File: src/rtl/adc_seq.sv
module adc_seq #(
  parameter int DATA_W = 12,
  parameter int NEVT   = 16
)(
  input  logic              clk,
  input  logic              rst_n,
  input  logic              reg_wr,
  input  logic [3:0]        reg_addr,
  input  logic [31:0]       reg_wdata,
  output logic [31:0]       reg_rdata,
  input  logic [15:0]       evt_count,
  input  logic [NEVT-1:0]   evt_strobe,
  output logic [7:0]        adc_mux,
  output logic              adc_soc,
  input  logic              adc_done,
  input  logic [DATA_W-1:0] adc_data,
  output logic              wr_valid,
  output logic [31:0]       wr_addr,
  output logic [31:0]       wr_data,
  output logic              wr_wide
);
  localparam int NSLOT = 8;
  localparam int SUM_W = DATA_W + 3;
  localparam int EW    = (NEVT > 1) ? $clog2(NEVT) : 1;

  typedef enum logic [2:0] {S_IDLE, S_SEEK, S_TRIG, S_MUX, S_SOC, S_CONV, S_GAP} st_t;
  st_t st;

  logic              run_q, cont_q, wide_q, dis_q, wide_s, dis_s;
  logic [7:0]        en_q, en_s;
  logic [31:0]       base_q, base_s;
  logic [27:0]       slot_q [NSLOT];
  logic [27:0]       slot_s [NSLOT];
  logic [3:0]        ptr;
  logic [2:0]        cur, cnt;
  logic [SUM_W-1:0]  acc;
  logic [31:0]       res_cur, res_last;

  logic        nxt_found;
  logic [2:0]  nxt_idx;
  always_comb begin
    nxt_found = 1'b0;
    nxt_idx   = '0;
    for (int i = NSLOT - 1; i >= 0; i--)
      if (en_s[i] && (4'(i) >= ptr)) begin
        nxt_found = 1'b1;
        nxt_idx   = 3'(i);
      end
  end

  wire [27:0]      sel    = slot_s[cur];
  wire [16:0]      code   = sel[16:0];
  wire [2:0]       ovs    = sel[19:17];
  wire [2:0]       chan   = sel[22:20];
  wire [4:0]       off    = sel[27:23];
  wire             strobe_ok = (code[15:0] < 16'(NEVT)) && evt_strobe[code[EW-1:0]];
  wire             trig_hit  = code[16] ? strobe_ok : (evt_count == code[15:0]);
  wire [SUM_W-1:0] sum_n  = acc + SUM_W'(adc_data);
  wire             final_s = (cnt == ovs);
  wire [31:0]      word_n = {final_s, 12'b0, cur, 1'b0, 15'(sum_n)};
  wire [31:0]      addr_n = wide_s ? ({base_s[31:2], 2'b00} + {25'b0, off, 2'b00})
                                   : ({base_s[31:1], 1'b0}  + {26'b0, off, 1'b0});
  wire             ctl_wr = reg_wr && (reg_addr == 4'd0);
  wire             start  = ctl_wr && reg_wdata[0] && (st == S_IDLE);
  wire             stop   = ctl_wr && !reg_wdata[0];

  assign adc_mux = (st == S_MUX || st == S_SOC || st == S_CONV) ? (8'd1 << chan) : 8'd0;
  assign adc_soc = (st == S_SOC);
  assign wr_wide = wide_s;

  always_comb begin
    reg_rdata = '0;
    if (reg_addr[3]) reg_rdata = {4'b0, slot_q[reg_addr[2:0]]};
    else case (reg_addr[2:0])
      3'd0: reg_rdata = {28'b0, dis_q, wide_q, cont_q, run_q};
      3'd1: reg_rdata = {24'b0, en_q};
      3'd2: reg_rdata = base_q;
      3'd3: reg_rdata = {28'b0, (st == S_IDLE) ? 4'd8 : {1'b0, cur}};
      3'd4: reg_rdata = res_cur;
      3'd5: reg_rdata = res_last;
      default: reg_rdata = '0;
    endcase
  end

  always_ff @(posedge clk or negedge rst_n) begin
    if (!rst_n) begin
      st <= S_IDLE;
      {run_q, cont_q, wide_q, dis_q, wide_s, dis_s} <= '0;
      en_q <= '0; en_s <= '0; base_q <= '0; base_s <= '0;
      for (int i = 0; i < NSLOT; i++) begin slot_q[i] <= '0; slot_s[i] <= '0; end
      ptr <= '0; cur <= '0; cnt <= '0; acc <= '0;
      res_cur <= '0; res_last <= '0;
      wr_valid <= 1'b0; wr_addr <= '0; wr_data <= '0;
    end else begin
      wr_valid <= 1'b0;
      if (reg_wr) begin
        if (reg_addr[3]) slot_q[reg_addr[2:0]] <= reg_wdata[27:0];
        else case (reg_addr[2:0])
          3'd0: {dis_q, wide_q, cont_q} <= reg_wdata[3:1];
          3'd1: en_q   <= reg_wdata[7:0];
          3'd2: base_q <= reg_wdata;
          default: ;
        endcase
      end
      if (start) begin
        en_s <= en_q; base_s <= base_q; wide_s <= reg_wdata[2]; dis_s <= reg_wdata[3];
        for (int i = 0; i < NSLOT; i++) slot_s[i] <= slot_q[i];
      end
      if (stop) begin
        st <= S_IDLE;
        run_q <= 1'b0;
      end else begin
        if (start) run_q <= 1'b1;
        case (st)
          S_IDLE: if (start) begin st <= S_SEEK; ptr <= '0; end
          S_SEEK: begin
            if (nxt_found) begin
              cur <= nxt_idx; cnt <= '0; acc <= '0;
              res_cur <= {16'b0, 1'b0, nxt_idx, 16'b0} >> 0;
              st <= S_TRIG;
            end else if (cont_q) begin
              ptr <= '0;
            end else begin
              st <= S_IDLE;
              run_q <= 1'b0;
            end
          end
          S_TRIG: if (trig_hit) st <= S_MUX;
          S_MUX:  st <= S_SOC;
          S_SOC:  st <= S_CONV;
          S_CONV: if (adc_done) begin
            acc <= sum_n;
            res_cur <= word_n;
            if (final_s) begin
              ptr <= {1'b0, cur} + 4'd1;
              st  <= S_SEEK;
              if (!dis_s) begin
                res_last <= word_n;
                wr_valid <= 1'b1;
                wr_addr  <= addr_n;
                wr_data  <= word_n;
              end
            end else begin
              cnt <= cnt + 3'd1;
              st  <= S_GAP;
            end
          end
          S_GAP:  st <= S_MUX;
          default: st <= S_IDLE;
        endcase
      end
    end
  end

  a_r5_mux_before_soc: assert property (@(posedge clk) disable iff (!rst_n)
    $rose(adc_soc) |-> (adc_mux != 8'd0 && $past(adc_mux) == adc_mux));
  a_r5_mux_onehot: assert property (@(posedge clk) disable iff (!rst_n)
    $onehot0(adc_mux));
  a_r3_emit_after_done: assert property (@(posedge clk) disable iff (!rst_n)
    wr_valid |-> $past(adc_done));
  a_r6_addr_aligned: assert property (@(posedge clk) disable iff (!rst_n)
    wr_valid |-> (wr_wide ? (wr_addr[1:0] == 2'b00) : (wr_addr[0] == 1'b0)));
  a_r8_stop_quiet: assert property (@(posedge clk) disable iff (!rst_n)
    (reg_wr && reg_addr == 4'd0 && !reg_wdata[0]) |=> (adc_mux == 8'd0 && !adc_soc && !wr_valid));
  a_r10_emit_final: assert property (@(posedge clk) disable iff (!rst_n)
    wr_valid |-> wr_data[31]);
endmodule

File: config.mk
export PLATFORM = sky130hd
export DESIGN_NAME = adc_seq
export DESIGN_NICKNAME = d
export VERILOG_FILES = /design/src/rtl/adc_seq.sv
export SDC_FILE = /design/constraint.sdc
export NUM_CORES = 1
export LEC_CHECK = 0
export BUFFER_PORTS_ARGS = -buffer_cell sky130_fd_sc_hd__clkbuf_2
export CORE_MARGIN = 2
export CORE_UTILIZATION = 50
export DETAILED_ROUTE_END_ITERATION = 12
export GPL_TIMING_DRIVEN = 0
export HOLD_SLACK_MARGIN = 0.03
export PLACE_DENSITY = 0.68
export RECOVER_POWER = 25
export SLEW_MARGIN = 40
export SYNTH_ARGS = -nofsm -noshare
export SYNTH_HDL_FRONTEND = slang
export SYNTH_SLANG_ARGS = --single-unit
File: constraint.sdc
create_clock -name clk -period 7 [get_ports clk]
set_input_delay 1.05 -clock clk [delete_from_list [all_inputs] [get_ports clk]]
set_output_delay 1.05 -clock clk [all_outputs]
set_load 0.05 [all_outputs]
======== Word-level counts from Yosys, hierarchy flattened ========
Cells that the tools add are included.
word-level totals
  register bits ........................... 646
  logic and storage cells ................. 182
operators by class
  add/subtract/negate cells ............... 5
  magnitude comparators ................... 13
  equal/unequal tests ..................... 24
  shifts and indexed selects .............. 1
  muxes and demuxes ....................... 67
  bitwise operators ....................... 5
  reduce and logical (&&, ||, !) cells .... 32
operators with widths
  kind                 number
  $bwmux 224           1
  $pmux 32 s6          1
  $bmux 28 s3          2
  $mux 28              5
  $mux 32              4
  $demux 28 s3         1
  $pmux 32 s2          1
  $mux 3               18
  $add 32x6->32        1
  $add 32x7->32        1
  $mux 15              2
  $pmux 15 s2          1
  $mux 4               6
  $pmux 3 s7           1
  $mux 1               20
  $eq 16x16->1         1
  $ge 3x4->1 const A   4
  $lt 16x5->1 const B  1
  $add 15x12->15       1
  $eq 3x3->1 const B   5
  $logic_and 1x1->1    14
  $ne 2x2->1 const B   7
  $eq 3x2->1 const B   4
  $pmux 4 s3           1
  28 further kinds     44

======== Depth between registers and ports, before layout ========
  word-level depth ........................ 13
  depth in mapped cells ................... 19
  mapped depth without buffers ............ 13

======== Worst setup path before layout ========
OpenSTA, ideal clock, no wires.
  path kind ............................... input-to-output
  from .................................... input reg_addr[0]
  to ...................................... output reg_rdata[1]
  data arrival time ....................... 3.746 ns
  path slack .............................. 2.204 ns
  stages on the path ...................... 6
  path through ............................ clkbuf_1 clkbuf_1 buf_1 mux4_2 nor2_1 a211oi_1
on the way
  longest elaborated chain between the ends .. 5
RTL lines
  item                                        RTL line  source
  start: declaration                          8         input logic [3:0] reg_addr,
  $not 3->4 (not written as such)             73        if (reg_addr[3]) reg_rdata = {4'b0, slot_q[reg_addr[2:0]]};
  $bmux 28 s3                                 73
  $mux 28 (not written as such) (2 in a row)  73
  $mux 32 *                                   73
  end: declaration                            10        output logic [31:0] reg_rdata,
Every way passes the cells marked *; elsewhere a longest branch is shown, timed or not. The select of a mux whose other input is x is not followed.

======== Final worst setup path ========
  from .................................... register cur[1]
  to ...................................... register wr_addr[28]
on the way
  longest elaborated chain between the ends .. 6
RTL lines
  item                                          RTL line  source
  start: declaration                            35        logic [2:0] cur, cnt;
  start signal: assignment                      91        ptr <= '0; cur <= '0; cnt <= '0; acc <= '0;
  start signal: assignment                      118       cur <= nxt_idx; cnt <= '0; acc <= '0;
  $not 3->4 (not written as such) *             51        wire [27:0] sel = slot_s[cur];
  $bmux 28 s3 *                                 51
  $mux 28 (not written as such) * (2 in a row)  51
  $add 32x6->32, or another cell as far along   62        : ({base_s[31:1], 1'b0} + {26'b0, off, 1'b0});
  $mux 32 or $reduce_and 5->1 (tied branches)   -
  end signal: assignment                        140       wr_addr <= addr_n;
  end: declaration                              18        output logic [31:0] wr_addr,
Marked as above.
A chain may end at the register's enable or synchronous reset.

==> results.yml <==
layout:
  fin_util: 0.5789
  multi_input_area_um2: 13490
  drive_above_1_share: 0.2543
  fill_cells: 4856
  diodes: 0
  final_nets: 3130
  areaGrowthSynthToFinish_pct: 14.62
  ff_latch_area_um2: 15410
route:
  vias: 23432
  dr.pass1.iters: 6
  drt-met1-wl_um: 37900
  viasPerCell: 6.108
  wirelength_um: 96670
  dr_wl_met2_um: 44350
  drt_iter0_markers: 2554
  drcViolationCount: 0
  wl_per_cell_um: 25.20
  met3_length_um: 9490
  ant_nets: 0
  top_layer: "met5"
worst_setup_path:
  worstSetupStartpointType: "register"
  worstSetupPathType: "register to register"
  worst-path-buf-inv: 6
  arrival_ps: 6900
  cp-end-kind: "register"
  crit_family: "buffers and inverters"
  crit_slowest_cell: "nor4_1"
  crit_top_cell: "a21oi_1"
  crit_chain: "buf_2, buf_6, clkbuf_2, clkbuf_1, buf_1, mux4_2, mux2i_1, inv_1, ha_1, a21o_1, a21oi_1, o21ai_0, a211oi_1, nor4_1, nand3_1, xor2_1, a21oi_1"
  crit_fanout: 10
  critPathMaxStageDelay_ps: 760
  rr_endpoint: "wr_addr[28]"
  r2r_slack_ps: 630
  ff2ff_path_depth: 17
  cp_data_required_time_ps: 7530
  r2r-start: "cur[1]"
clock_tree:
  clk_latency_ps: 610
  ctsHoldBuffers: 0
  cts_sinks: 616
  tritoncts: "done"
  cts_max_path_buffers: 3
  clk_pin_slew_ps: 60
  post-cts-setup-buffers: 0
  h-tree-depth: 3
  root_buffer: "clkbuf_16"
  cts_resized: 0
  cts_made_buffers: 67
sta:
  finClkSkew_ps: 11.74
  finalHoldViolCount: 0
  setup_viol: 0
  finalCriticalPeriod_ps: 6373
  fin_hold_ws_ps: 470.8
  slew_headroom: -1.471
  max_freq_ghz: 0.1569
  worstMarginPinSlew_ps: 3707
  finalCritPeriodShare: 0.9104
  slew_violations: 250
  grt_setup_unrepaired: "false"
floorplanning:
  coreArea_um2: 58910
  die_h_um: 247.9
  die_area_um2: 61480
  initial_core_util: 0.5051
  num_rows: 89
  die_w_um: 247.9
  ios: 191
placement:
  io_buffers: 170
  gp_congestion: 0.9561
  hpwlAfterDp_um: 68820
pwr:
  vdd_drop_max_uv: 321.9
  report.power.total_uw: 12800
  p_leak_uw: 0.01648
  p_per_area_nw_per_um2: 375.4
yosys:
  avgSynthCellArea_um2: 10.82
  async_reset_ff_frac: 1.000
  yosysSeqAreaShare: 0.5181
  synth_cell_types: 71
  synth_seq_cells: 616
  synth-edff-count: 0
  ys.flop_type: "dfrtp_1"
  synth_area_um2: 29750
  ys.warnings.count: 0
  synthCells: 2750
hold_path:
  hp-class: "register to register"
  hold_end: "slot_s[101]"
  hold_depth: 2
  min_from: "slot_s[101]"
outcome:
  outcome: "finished with violations"
  failed_checks: "max-capacitance violations, max-slew violations"
flow_run:
  drv_cap: 4
grt:
  grtUsageTotal: 0.3188
  grt_pass1_vias: 23000
  grt_overflow: 0
  grt_max_degree: 71
  grt_antenna_before_repair: 3
  grt_pass1_wl_um: 144100
==> sequential cells by signal, summed over array words and instances (netlist names), 3 cells and up <==
register and cells:
cnt 3, base_q 32, acc 14, cur 3
res_cur 5, ptr 4, en_s 8, wr_data 19
en_q 8, st 3, wr_addr 31, slot_s 224
slot_q 224, base_s 31
==> layout by cell type (no fill, tap or decap), types with 17 or more instances in the layout <==
master     count
clkbuf_1     119
xnor2_1       33
clkbuf_2     191
clkbuf_16     71
a21oi_1      103
o21ai_0       83
nand3_1       27
ha_1          24
mux2_2       303
inv_1         17
buf_2         25
mux4_2        91
buf_4         28
xor2_1        30
nor3_1        20
nor2b_1       21
dfrtp_1      616
mux2i_1       54
nor2_1        96
nand2_1      860
==> routing by layer <==
layer	vias up	track usage
met4	4	0.1567
li1	9928	-
met2	1303	0.4940
met5	-	0
met3	285	0.06499
met1	11912	0.4300
==> worst max-delay path by stage <==
stage / startpoint / endpoint / cells after the start
6_report: cur[1] / wr_addr[28] / 17
5_1_grt: rst_n / slot_q[121] / 4
4_1_cts: cur[1] / wr_addr[28] / 17
3_5_place_dp: cur[1] / wr_addr[28] / 17
3_3_place_gp: rst_n / slot_q[11] / 1
2_1_floorplan: reg_addr[0] / reg_rdata[1] / 6
==> cell type report <==
class	count	share of cell area
Sequential cell	616	0.4520
Multi-Input combinational cell	1945	0.3956
Clock buffer	96	0.05866
Timing Repair Buffer	187	0.03012
Tap cell	773	0.02836
Buffer	184	0.02623
Clock inverter	17	0.007007
Inverter	18	0.001981
==> cell usage after synthesis, types with 10 or more instances <==
cell type | number | area share
nand2_1 | 860 | 0.11
dfrtp_1 | 616 | 0.52
mux2_2 | 303 | 0.11
clkbuf_1 | 121 | 0.015
a21oi_1 | 103 | 0.017
nor2_1 | 99 | 0.012
mux4_2 | 91 | 0.069
o21ai_0 | 83 | 0.014
mux2i_1 | 54 | 0.018
xnor2_1 | 33 | 0.0097
xor2_1 | 30 | 0.0088
nand3_1 | 27 | 0.0045
ha_1 | 24 | 0.010
buf_4 | 23 | 0.0058
nor3_1 | 23 | 0.0039
nor2b_1 | 21 | 0.0044
buf_1 | 19 | 0.0024
inv_1 | 17 | 0.0021
a22o_1 | 14 | 0.0041
and3_1 | 13 | 0.0027
buf_2 | 13 | 0.0022
a31o_2 | 12 | 0.0035
o22ai_1 | 12 | 0.0025
mux4_1 | 11 | 0.0097
a21o_1 | 10 | 0.0025
==> report_power, final <==
| group | switching [uW] | internal (uW) | leakage (uW) | total (uW) |
|---|---|---|---|---|
| Combinational | 2470 | 1540 | 0.00738 | 4010 |
| Clock | 1470 | 2200 | 0.00111 | 3670 |
| Sequential | 699 | 4430 | 0.00799 | 5130 |
==> logic make-up after synthesis <==
logic type	after synthesis	synth area share
mux	462	0.2134
xor+xnor	63	0.01854
other cells	1	0.0001260
flops	616	0.5181
simple gates	1089	0.1470
compound gates	290	0.05954
fa+ha+maj	27	0.01211
buf+inv	202	0.03120
==> tightest hold or removal path, cell delays in order (launching register included) <==
cell     delay [ps]
dfrtp_1         340
nand2_1          50
nand2_1          50
==> per-stage QoR <==
step           cells  worst slack (ps)  cell area [um2]  setup TNS (ps)
2_1_floorplan   2763              2204            29800               0
3_3_place_gp    3706             -9119            31620        -5564970
3_5_place_dp    3722             846.1            32000               0
4_1_cts         3835             814.2            34240               0
5_1_grt         3836             321.0            34100               0
6_report        3836             627.3            34100               0
Power figures use the tool's default switching activity.
